[src/rtl/rxring_pkg.sv]
package rxring_pkg;

    typedef enum logic [2:0] {
        ST_IDLE,
        ST_RECV,
        ST_PAD,
        ST_HDR,
        ST_SKIP
    } wr_state_e;

    localparam int          HDR_BYTES  = 4;
    localparam int          DEST_BYTES = 6;
    localparam int          OFS_W      = 8;
    localparam int          IS_W       = 8;
    localparam int          IS_DONE    = 0;
    localparam int          IS_OVRN    = 4;
    localparam logic [7:0]  RS_OK      = 8'h01;
    localparam logic [7:0]  RS_GROUP   = 8'h20;
    localparam logic [7:0]  RS_OVRN    = 8'h10;
    localparam logic [7:0]  BCAST_BYTE = 8'hFF;

endpackage

[src/rtl/rxring_addr_step.sv]
module rxring_addr_step #(
    parameter int PG_W  = 8,
    parameter int OFS_W = 8
) (
    input  logic [PG_W+OFS_W-1:0] ptr_i,
    input  logic [PG_W-1:0]       pg_first_i,
    input  logic [PG_W-1:0]       pg_last_i,
    input  logic [PG_W-1:0]       pg_guard_i,
    output logic [PG_W+OFS_W-1:0] ptr_o,
    output logic                  cross_o,
    output logic                  hit_guard_o
);
    localparam int AW = PG_W + OFS_W;

    logic [AW-1:0]   inc;
    logic [PG_W-1:0] pg_raw;
    logic [PG_W-1:0] pg_wrap;

    always_comb begin
        inc         = ptr_i + AW'(1);
        cross_o     = (inc[OFS_W-1:0] == '0);
        pg_raw      = inc[AW-1:OFS_W];
        pg_wrap     = (cross_o && (pg_raw == pg_last_i)) ? pg_first_i : pg_raw;
        ptr_o       = {pg_wrap, inc[OFS_W-1:0]};
        hit_guard_o = cross_o && (pg_wrap == pg_guard_i);
    end

endmodule

[src/rtl/rxring_dest_filter.sv]
module rxring_dest_filter #(
    parameter int LEN_W      = 16,
    parameter int DEST_BYTES = 6
) (
    input  logic [7:0]       byte_i,
    input  logic             first_i,
    input  logic [LEN_W-1:0] idx_i,
    input  logic             grp_q_i,
    input  logic             accept_bcast_i,
    output logic             grp_o,
    output logic             reject_o
);
    logic in_dest;
    logic all_ones;

    always_comb begin
        grp_o    = first_i ? byte_i[0] : grp_q_i;
        in_dest  = first_i || (idx_i < LEN_W'(DEST_BYTES));
        all_ones = (byte_i == 8'hFF);
        reject_o = grp_o && in_dest && (!accept_bcast_i || !all_ones);
    end

endmodule

[src/rtl/rxring_irq_regs.sv]
module rxring_irq_regs #(
    parameter int W = 8
) (
    input  logic         clk,
    input  logic         rst_n,
    input  logic [W-1:0] set_i,
    input  logic [W-1:0] clr_i,
    input  logic [W-1:0] mask_i,
    output logic [W-1:0] status_o,
    output logic         irq_o
);
    logic [W-1:0] status_q;

    for (genvar b = 0; b < W; b++) begin : g_bit
        always_ff @(posedge clk) begin
            if (!rst_n)
                status_q[b] <= 1'b0;
            else if (set_i[b])
                status_q[b] <= 1'b1;
            else if (clr_i[b])
                status_q[b] <= 1'b0;
        end
    end

    assign status_o = status_q;
    assign irq_o    = |(status_q & mask_i);

endmodule

[src/rtl/rxring_writer.sv]
module rxring_writer
    import rxring_pkg::*;
#(
    parameter int PG_W      = 8,
    parameter int LEN_W     = 16,
    parameter int CNT_W     = 8,
    parameter int MIN_FRAME = 60
) (
    input  logic                  clk,
    input  logic                  rst_n,
    input  logic                  rx_valid,
    input  logic                  rx_sof,
    input  logic                  rx_eof,
    input  logic [7:0]            rx_data,
    input  logic [PG_W-1:0]       pg_first,
    input  logic [PG_W-1:0]       pg_last,
    input  logic [PG_W-1:0]       pg_guard,
    input  logic                  accept_bcast,
    input  logic                  cur_wr_en,
    input  logic [PG_W-1:0]       cur_wr_val,
    input  logic [IS_W-1:0]       int_status_clr,
    input  logic [IS_W-1:0]       int_mask,
    output logic                  mem_we,
    output logic [PG_W+OFS_W-1:0] mem_addr,
    output logic [7:0]            mem_wdata,
    output logic [PG_W-1:0]       cur_page,
    output logic [7:0]            rx_status,
    output logic [IS_W-1:0]       int_status,
    output logic [CNT_W-1:0]      missed_cnt,
    output logic                  irq,
    output logic                  rx_busy
);
    localparam int               AW      = PG_W + OFS_W;
    localparam logic [LEN_W-1:0] MIN_LEN = LEN_W'(MIN_FRAME);
    localparam logic [LEN_W-1:0] HDR_LEN = LEN_W'(HDR_BYTES);
    localparam int               HIX_W   = $clog2(HDR_BYTES);
    localparam logic [HIX_W-1:0] HIX_END = HIX_W'(HDR_BYTES - 1);

    wr_state_e state_q, state_d;

    logic [AW-1:0]    ptr_q;
    logic [PG_W-1:0]  start_q;
    logic [LEN_W-1:0] len_q;
    logic             grp_q;
    logic [HIX_W-1:0] hix_q;
    logic [PG_W-1:0]  cur_q;
    logic [7:0]       rs_q;
    logic [CNT_W-1:0] miss_q;

    // Byte acceptance and write address
    logic             in_idle;
    logic             take;
    logic [PG_W-1:0]  start_now;
    logic [AW-1:0]    wr_ptr;
    logic [AW-1:0]    nxt_ptr;
    logic             crossed;
    logic             guard_hit;
    logic             grp_now;
    logic             reject;
    logic             keep;
    logic             ovrn;
    logic [LEN_W-1:0] len_now;

    // Header values
    logic [PG_W-1:0]  nxt_pg_raw;
    logic [PG_W-1:0]  nxt_pg;
    logic [LEN_W-1:0] len_tot;
    logic [7:0]       hdr_rs;
    logic             commit;
    logic [IS_W-1:0]  is_set;

    always_comb begin
        in_idle   = (state_q == ST_IDLE);
        take      = rx_valid && ((in_idle && rx_sof) || (state_q == ST_RECV));
        start_now = (cur_q == pg_last) ? pg_first : cur_q;
        wr_ptr    = in_idle ? {start_now, OFS_W'(HDR_BYTES)} : ptr_q;
        len_now   = in_idle ? LEN_W'(1) : len_q + LEN_W'(1);
    end

    rxring_addr_step #(
        .PG_W  (PG_W),
        .OFS_W (OFS_W)
    ) u_step (
        .ptr_i       (wr_ptr),
        .pg_first_i  (pg_first),
        .pg_last_i   (pg_last),
        .pg_guard_i  (pg_guard),
        .ptr_o       (nxt_ptr),
        .cross_o     (crossed),
        .hit_guard_o (guard_hit)
    );

    rxring_dest_filter #(
        .LEN_W      (LEN_W),
        .DEST_BYTES (DEST_BYTES)
    ) u_filt (
        .byte_i         (rx_data),
        .first_i        (in_idle),
        .idx_i          (len_q),
        .grp_q_i        (grp_q),
        .accept_bcast_i (accept_bcast),
        .grp_o          (grp_now),
        .reject_o       (reject)
    );

    always_comb begin
        keep       = take && !reject;
        ovrn       = keep && crossed && guard_hit;
        nxt_pg_raw = ptr_q[AW-1:OFS_W] + PG_W'(ptr_q[OFS_W-1:0] != '0);
        nxt_pg     = (nxt_pg_raw == pg_last) ? pg_first : nxt_pg_raw;
        len_tot    = len_q + HDR_LEN;
        hdr_rs     = RS_OK | (grp_q ? RS_GROUP : 8'h00);
        commit     = (state_q == ST_HDR) && (hix_q == HIX_END);
        is_set          = '0;
        is_set[IS_DONE] = commit;
        is_set[IS_OVRN] = ovrn;
    end

    // Next-state logic
    always_comb begin
        state_d = state_q;
        unique case (state_q)
            ST_IDLE, ST_RECV: begin
                if (take) begin
                    if (reject || ovrn)
                        state_d = rx_eof ? ST_IDLE : ST_SKIP;
                    else if (rx_eof)
                        state_d = (len_now < MIN_LEN) ? ST_PAD : ST_HDR;
                    else
                        state_d = ST_RECV;
                end
            end
            ST_PAD: begin
                if (len_q + LEN_W'(1) >= MIN_LEN)
                    state_d = ST_HDR;
            end
            ST_HDR: begin
                if (hix_q == HIX_END)
                    state_d = ST_IDLE;
            end
            ST_SKIP: begin
                if (rx_valid && rx_eof)
                    state_d = ST_IDLE;
            end
            default: state_d = ST_IDLE;
        endcase
    end

    // State register
    always_ff @(posedge clk) begin
        if (!rst_n)
            state_q <= ST_IDLE;
        else
            state_q <= state_d;
    end

    // Frame datapath
    always_ff @(posedge clk) begin
        if (!rst_n) begin
            ptr_q   <= '0;
            start_q <= '0;
            len_q   <= '0;
            grp_q   <= 1'b0;
            hix_q   <= '0;
        end else begin
            if (take && in_idle)
                start_q <= start_now;
            if (take) begin
                grp_q <= grp_now;
                len_q <= len_now;
            end
            if (keep || (state_q == ST_PAD))
                ptr_q <= nxt_ptr;
            if (state_q == ST_PAD)
                len_q <= len_q + LEN_W'(1);
            if (state_q == ST_HDR)
                hix_q <= hix_q + HIX_W'(1);
            else
                hix_q <= '0;
        end
    end

    // Frame results
    always_ff @(posedge clk) begin
        if (!rst_n) begin
            cur_q  <= '0;
            rs_q   <= '0;
            miss_q <= '0;
        end else begin
            if (commit)
                cur_q <= nxt_pg;
            else if (cur_wr_en)
                cur_q <= cur_wr_val;
            if (commit)
                rs_q <= hdr_rs;
            else if (ovrn)
                rs_q <= RS_OVRN;
            if (ovrn)
                miss_q <= miss_q + CNT_W'(1);
        end
    end

    // Output process: registered memory port
    always_ff @(posedge clk) begin
        if (!rst_n) begin
            mem_we    <= 1'b0;
            mem_addr  <= '0;
            mem_wdata <= '0;
        end else begin
            mem_we <= 1'b0;
            unique case (state_q)
                ST_IDLE, ST_RECV: begin
                    if (keep) begin
                        mem_we    <= 1'b1;
                        mem_addr  <= wr_ptr;
                        mem_wdata <= rx_data;
                    end
                end
                ST_PAD: begin
                    mem_we    <= 1'b1;
                    mem_addr  <= ptr_q;
                    mem_wdata <= 8'h00;
                end
                ST_HDR: begin
                    mem_we   <= 1'b1;
                    mem_addr <= {start_q, OFS_W'(hix_q)};
                    unique case (hix_q)
                        2'd0:    mem_wdata <= hdr_rs;
                        2'd1:    mem_wdata <= 8'(nxt_pg);
                        2'd2:    mem_wdata <= len_tot[7:0];
                        default: mem_wdata <= len_tot[15:8];
                    endcase
                end
                default: ;
            endcase
        end
    end

    rxring_irq_regs #(
        .W (IS_W)
    ) u_irq (
        .clk      (clk),
        .rst_n    (rst_n),
        .set_i    (is_set),
        .clr_i    (int_status_clr),
        .mask_i   (int_mask),
        .status_o (int_status),
        .irq_o    (irq)
    );

    assign cur_page   = cur_q;
    assign rx_status  = rs_q;
    assign missed_cnt = miss_q;
    assign rx_busy    = (state_q == ST_PAD) || (state_q == ST_HDR);

endmodule

[config.mk]
export PLATFORM = sky130hd
export DESIGN_NAME = rxring_writer
export DESIGN_NICKNAME = d
export VERILOG_FILES = /design/src/rtl/rxring_pkg.sv /design/src/rtl/rxring_addr_step.sv /design/src/rtl/rxring_dest_filter.sv /design/src/rtl/rxring_irq_regs.sv /design/src/rtl/rxring_writer.sv
export SDC_FILE = /design/constraint.sdc
export NUM_CORES = 1
export LEC_CHECK = 0
export ABC_CLOCK_PERIOD_IN_PS = 6630
export CELL_PAD_IN_SITES_DETAIL_PLACEMENT = 0
export CELL_PAD_IN_SITES_GLOBAL_PLACEMENT = 1
export CORE_MARGIN = 3
export CORE_UTILIZATION = 40
export CTS_CLUSTER_DIAMETER = 150
export DETAILED_ROUTE_END_ITERATION = 8
export PLACE_DENSITY_LB_ADDON = 0.1
export SETUP_SLACK_MARGIN = 0.3
export SYNTH_ARGS = -nofsm -noshare
export SYNTH_HDL_FRONTEND = slang
export SYNTH_SLANG_ARGS = --single-unit
[constraint.sdc]
create_clock -name clk -period 6.63 [get_ports clk]
set_clock_uncertainty 0.1 [all_clocks]
set_input_delay 1.6575 -clock clk [delete_from_list [all_inputs] [get_ports clk]]
set_output_delay 1.6575 -clock clk [all_outputs]
set_load 0.005 [all_outputs]
Word level (Yosys, flattened, before mapping)

Cells that the tools add are included.

Register bits after elaboration: 97
Input bits: 63
Output and inout port bits: 59
Logic and storage cells: 111

Add/subtract/negate cells: 6
Magnitude comparators: 3
Equality and inequality tests: 17
Mux-type cells: 33
Bitwise gates (word level): 1
Reductions and logical operators: 37

Operators with widths:

| kind                                                                                  | count |
|---|---|
| 16-bit 2-to-1 mux                                                                     | 5 |
| 8-bit 2-to-1 mux                                                                      | 8 |
| 16-bit one-hot mux with 3 select lines                                                | 1 |
| 8-bit one-hot mux with 3 select lines                                                 | 2 |
| 16-bit by 1-bit adder with 16-bit output (second input constant)                      | 2 |
| 8-bit == test                                                                         | 4 |
| 3-bit 2-to-1 mux                                                                      | 6 |
| 16-bit by 3-bit adder with 16-bit output (second input constant)                      | 1 |
| 16-bit by 6-bit greater-or-equal comparator with 1-bit output (second input constant) | 1 |
| 16-bit by 3-bit < comparator with 1-bit output (second input constant)                | 1 |
| 16-bit by 6-bit < comparator with 1-bit output (second input constant)                | 1 |
| 1-bit logical AND                                                                     | 12 |
| 3-bit one-hot mux with 4 select lines                                                 | 1 |
| 2-bit nonzero test                                                                    | 5 |
| 8-bit by 1-bit adder with 8-bit output                                                | 1 |
| 8-bit by 1-bit adder with 8-bit output (second input constant)                        | 1 |
| 5-bit by 8-bit bitwise AND with 8-bit output                                          | 1 |
| 8-bit == test (second input constant)                                                 | 1 |
| 8-bit zero test                                                                       | 1 |
| 2-bit != test (second input constant)                                                 | 4 |
| 8-bit nonzero test                                                                    | 1 |
| 8-bit OR reduction                                                                    | 1 |
| 1-bit 2-to-1 mux                                                                      | 7 |
| 3-bit by 2-bit == test with 1-bit output (second input constant)                      | 2 |
| 17 further kinds                                                                      | 27 |

Longest topological paths before layout

Gate-level depths: netlist of the first run.

Word-level depth: 14
Depth in mapped cells: 21
Mapped depth without buffers: 14

Hierarchy

Synthesis of the first run repeated with hierarchy kept, for this count alone.

Cells, all modules: 871
Area, all modules: 6985.4 µm²

Modules (own cells, without submodules):

| module             | instances | cells an instance | area each (µm²) |
|---|---|---|---|
| rxring_writer      | 1         | 713               | 5655.4 |
| rxring_addr_step   | 1         | 117               | 927.1 |
| rxring_irq_regs    | 1         | 30                | 314.1 |
| rxring_dest_filter | 1         | 11                | 88.8 |

Worst setup path before layout of the first run

OpenSTA, ideal clock, no wires.

Path kind: reg-to-reg
From: reg state_q[1]
To: reg state_q[1]
Arrival: 4750 ps
Required time: 6413 ps
Slack: 1662 ps
Stages on the path, launching flop included: 21
Path buffers: 6
Period minus slack after synthesis: 4968 ps
Path through: dfxtp_1 -> buf_4 -> nor3_4 -> buf_6 -> buf_2 -> buf_2 -> buf_1 -> nor2_1 -> ha_1 -> and3_1 -> buf_6 -> a31o_2 -> a2111oi_4 -> o211ai_2 -> a221oi_2 -> nand4_2 -> nor4_1 -> o32ai_2 -> a2111oi_4 -> nand2_4 -> a32o_1

Longest elaborated chain between the ends: 13
Elaborated cells on any way between the ends: 34

RTL lines:

| what                                                    | line                                           | source |
|---|---|---|
| from (decl)                                             | rxring_writer.sv:39                            | `wr_state_e state_q, state_d;` |
| from (signal assigned)                                  | rxring_writer.sv:154                           | `state_q <= state_d;` |
| 3-bit zero test                                         | rxring_writer.sv:73, rxring_writer.sv:122      |  |
| 16-bit 2-to-1 mux                                       | rxring_writer.sv:76                            | `wr_ptr = in_idle ? {start_now, OFS_W'(HDR_BYTES)} : ptr_q;` |
| 16-bit by 1-bit adder with 16-bit output                | rxring_addr_step.sv:20                         | `inc = ptr_i + AW'(1);` |
| 8-bit == test / 8-bit zero test (equally long branches) | rxring_addr_step.sv:23, rxring_addr_step.sv:21 |  |
| 1-bit logical AND                                       | rxring_addr_step.sv:23                         | `pg_wrap = (cross_o && (pg_raw == pg_last_i)) ? pg_first_i : pg_raw;` |
| 8-bit 2-to-1 mux                                        | rxring_addr_step.sv:23                         |  |
| 8-bit == test                                           | rxring_addr_step.sv:25                         | `hit_guard_o = cross_o && (pg_wrap == pg_guard_i);` |
| 1-bit logical AND                                       | rxring_addr_step.sv:25                         |  |
| 1-bit logical AND                                       | rxring_writer.sv:108                           | `ovrn = keep && crossed && guard_hit;` |
| 1-bit logical OR                                        | rxring_writer.sv:125                           | `if (reject \|\| ovrn)` |
| 3-bit 2-to-1 mux                                        | rxring_writer.sv:125                           |  |
| 3-bit 2-to-1 mux                                        | rxring_writer.sv:124                           | `if (take) begin` |
| 3-bit one-hot mux with 4 select lines                   | rxring_writer.sv:122                           | `unique case (state_q)` |

Several ways; a longest one is shown, not always the timed one. The select of a mux whose other input is x is not followed.
A chain may end at the register's enable or synchronous reset.

Worst setup path in the final report of the first run

From: in pg_last[6]
To: reg miss_q[6], in the netlist missed_cnt[6]

Longest elaborated chain between the ends: 10

RTL lines:

| what                                     | line                   | source |
|---|---|---|
| from (decl)                              | rxring_writer.sv:16    | `input logic [PG_W-1:0] pg_last,` |
| 8-bit == test                            | rxring_writer.sv:75    | `start_now = (cur_q == pg_last) ? pg_first : cur_q;` |
| 8-bit 2-to-1 mux                         | rxring_writer.sv:75    |  |
| 16-bit 2-to-1 mux                        | rxring_writer.sv:76    |  |
| 16-bit by 1-bit adder with 16-bit output | rxring_addr_step.sv:20 |  |
| 8-bit == test                            | rxring_addr_step.sv:23 |  |
| 1-bit logical AND                        | rxring_addr_step.sv:23 |  |
| 8-bit 2-to-1 mux (*)                     | rxring_addr_step.sv:23 |  |
| 8-bit == test (*)                        | rxring_addr_step.sv:25 |  |
| 1-bit logical AND (*)                    | rxring_addr_step.sv:25 |  |
| 1-bit logical AND (*)                    | rxring_writer.sv:108   |  |
| to (signal assigned)                     | rxring_writer.sv:199   | `miss_q <= miss_q + CNT_W'(1);` |
| to (decl)                                | rxring_writer.sv:48    | `logic [CNT_W-1:0] miss_q;` |

Mark *: on every way between the ends. The rest lies on a longest branch, timed or not.

==> results of run 1 <==
-- flip-flops by register name, summed over array words and instances, names as in the netlist --
| name | flops |
|---|---|
| missed_cnt | 8 |
| mem_addr | 16 |
| mem_wdata | 8 |
| mem_we | 1 |
| grp_q | 1 |
| len_q | 16 |
| state_q | 3 |
| rx_status | 3 |
| cur_page | 8 |
| ptr_q | 16 |
| hix_q | 2 |
| u_irq.status_o | 2 |
| start_q | 8 |
-- cells in the mapped netlist (all sizes together), types with 7 or more instances --
| cell type | count | area (sq um) |
|---|---|---|
| xor2 | 20 | 190 |
| a311oi | 10 | 100 |
| nand4 | 22 | 144 |
| nand3 | 36 | 185 |
| mux2i | 31 | 310 |
| and2 | 9 | 56.3 |
| nand2 | 81 | 312 |
| o211ai | 9 | 82.6 |
| nor2b | 15 | 93.8 |
| nor4 | 10 | 68.8 |
| dfxtp | 92 | 1840 |
| buf | 35 | 230 |
| inv | 17 | 63.8 |
| o21ai | 49 | 245 |
| nand2b | 12 | 75.1 |
| nor3 | 32 | 183 |
| ha | 13 | 163 |
| and3 | 17 | 116 |
| clkbuf | 46 | 174 |
| nor2 | 78 | 293 |
| a21oi | 67 | 350 |
| a31oi | 7 | 43.8 |
| xnor2 | 33 | 297 |
| a211oi | 37 | 283 |
-- worst max-delay path, delay by kind of cell --
kind                      cells  cell delay (ps)
AOI/OAI and AO/OA             3             1090
xor gates and xnor gates      3              680
buffers and inverters         2              940
muxes                         1              150
and+or+nand+nor               4             1380
-- report_power, final --
| group | leakage [nW] | internal, mW | switching [mW] |
|---|---|---|---|
| sequential | 0.747 | 0.576 | 0.0316 |
| combinational | 2.09 | 0.135 | 0.176 |
| clock | 0.132 | 0.267 | 0.249 |
-- kinds of logic (layout without fill, tap and decap cells) --
kind of cell | after synthesis | in the layout
and+or+nand+nor | 341 | 341
AOI/OAI and AO/OA | 240 | 240
buffers and inverters | 98 | 148
DFF | 92 | 92
xor gates and xnor gates | 59 | 59
muxes | 37 | 37
adders and majority gates | 13 | 13
other | 1 | 11
-- area by class of cell --
cell class / count / area, sq um
clock inverters: 6 / 45.0
inverters: 17 / 63.8
repair buffers: 115 / 1110
fillers: 1675 / 8550
multi-input cells: 701 / 4640
flip-flops and latches: 92 / 1840
well taps: 220 / 275
clock buffers: 10 / 239
-- final timing paths --
kind              cells past startpoint         from             to
setup / recovery                     13   pg_last[6]  missed_cnt[6]
hold reg to reg                       2  mem_addr[4]    mem_addr[4]
setup reg to reg                     15   state_q[1]  missed_cnt[6]
hold / removal                        2  mem_addr[4]    mem_addr[4]
-- per-stage QoR --
step / hold WS [ps] / setup slack [ps] / util, %
2_1_floorplan: 348 / 1660 / -
3_3_place_gp: 344 / 641 / 47.3
3_5_place_dp: 351 / 590 / 47.3
4_1_cts: 361 / 939 / 49.0
5_1_grt: 389 / 692 / 49.0
6_report: 356 / 856 / 49.0
-- per-layer routing --
| layer | global-route usage (%) | vias to the layer above | share of wire (%) |
|---|---|---|---|
| met5 | 0 | - | 0 |
| met1 | 33.8 | 3261 | 47 |
| met4 | 6.43 | 0 | 1.6 |
| li1 | - | 3313 | - |
| met3 | 5.04 | 24 | 6.9 |
| met2 | 36.8 | 235 | 44 |
==> summary.txt, run 1 <==
Timing
  – Achievable clock frequency: 0.173 GHz
  – Final Slew Violations: 0
  – Final setup fails: 0
  – Tmin final: 5770 ps
  – Worst-Margin Slew: approximately 1100 ps
  – Worst rel slew slack: just under 30%
  – Period utilization: 87.1%
  – RSZ-0062 raised after global routing: false
  – Endpoints failing hold: 0
  – Post-route setup TNS: 0 ps

Layout
  – # diodes: 0
  – Finished Layout Cells: 1161
  – Final Cell Area: 0.00821 sq mm
  – Final net count: between 1000 and 1500
  – Share of layout cells above drive strength 1: 8.08%
  – Most frequent cells in the layout: clkdlybuf4s50_1, dfxtp_1, nand2_1, nor2_1, a21oi_1
  – P&R area growth vs syn: 18.8%
  – Commonest non-fill, non-tap cell in the layout: clkdlybuf4s50_1

Run status
  – Outcome: completed

Clock tree
  – Clock Latency Late Sink: 360 ps
  – Clock slew at reported path FFs: 70 ps
  – Num CTS Buffers: 9
  – Postcts setup bufs: 0
  – H-tree depth: 3
  – Root buffer cell: clkbuf_16
  – CTS Hold Bufs: 0
  – CTS tree: yes
  – Post-cts sizing count: 0
  – CTS sink count: 92
  – CTS Buffer Depth: 2

Power and ir drop
  – Worst vdd ir: 0.112 mV
  – PwrDens: about 170 mW/mm^2
  – Overall power: 1.43 mW
  – Leak: a little under 3 nW

Detailed routing
  – First-iteration detailed-routing DRC count: 485
  – DRC viols: 0
  – TritonRoute pass-1 iters: 6
  – Antenna viol nets, final: 0
  – Vias/cell: 5.89
  – WL/cell: 19.6 um
  – Final wirelength: 22800 um
  – Detailed-route via count: 6833

Critical path
  – CP Cell Sequence: clkdlybuf4s50_1 -> xnor2_1 -> nand4_1 -> nor2_1 -> a311o_1 -> xor2_2 -> xor2_2 -> nor4_1 -> o32ai_2 -> a2111oi_4 -> buf_4 -> nand3_1 -> mux2i_1
  – Slowest-stage cell, CP: clkdlybuf4s50_1
  – Worst path most repeated cell: xor2_2
  – Worst Setup Start Kind: primary input
  – Reg-to-reg slack, setup: 1650 ps
  – Critical Path End Type: flip-flop
  – Crit-path max FO: 7
  – Setup CP Type: in2reg
  – CP max stage delay: ~700 ps
  – Critical path required time: slightly below 7000 ps
  – Worst path arrival time: 5920 ps

Floorplan
  – Initial core utilization: 41.2%
  – Ports: ~120
  – Core area: 0.0168 sq mm
  – Die Y: 137 um
  – Die ar.: roughly 0.019 sq mm
  – Die X: 137 um
  – Site row count: 47

Yosys
  – Number of synthesized flops with an enable pin: 0
  – Post-synthesis cell count: roughly 880
  – Post-synthesis sequential area ratio: about a quarter
  – Register bit total from synthesis: 92
  – Largest family of logic cells by synthesized area: simple AND/OR/NAND/NOR gates
  – Synth Area in Compound Gates: 24.4%
  – Cell Area, Synth: 0.00691 sq mm
  – Post-synthesis async set-or-reset flop share: 0%
  – Mux contribution to synthesized area: 5.47%
  – Post-Synth XOR/XNOR Area: around 9%
  – Synth warn: 0
  – Top_reg_cell synth: dfxtp_1
  – Yosys cell types: 89
  – Syn Area/Cell: approximately 7.8 sq um
  – Post-Synth Adder-Cell Area: 2.35%
  – Synth Area in Simple Gates: between 20% and 30%

Run
  – MaxCap Viol Count: 0

Place
  – Detail Placement HPWL: 17000 um
  – Cells after DPL: ~1100
  – Port bufs: 98
  – GP Congestion: 0.892
  – Placed inst area: 0.00793 sq mm

Global routing
  – Initial antenna violation count: 0
  – Gr ovfl total: 0
  – Total Routing Usage GR: 23.9%
  – Vias in the first global route: 6290
  – First-pass GRT wire length: 35000 um
  – Largest net degree at the start of global routing: 43

Min path
  – Hold WC Path Type: reg2reg
(Power assumes the default switching activity.)
==> run 2, diff against run 1 <==
--- a/config.mk
+++ b/config.mk
@@ -7,3 +7,2 @@
 export LEC_CHECK = 0
-export ABC_CLOCK_PERIOD_IN_PS = 6630
 export CELL_PAD_IN_SITES_DETAIL_PLACEMENT = 0
--- a/constraint.sdc
+++ b/constraint.sdc
@@ -4,2 +4,2 @@
 set_output_delay 1.6575 -clock clk [all_outputs]
-set_load 0.005 [all_outputs]
+set_load 0.05 [all_outputs]
==> results of run 2 <==
Same layout as run 1 (identical final DEF). Status: completed.
Among the figures that moved: total power 1.43 mW -> 1.49 mW; worst IR drop on VDD 0.112 mV -> 0.120 mV
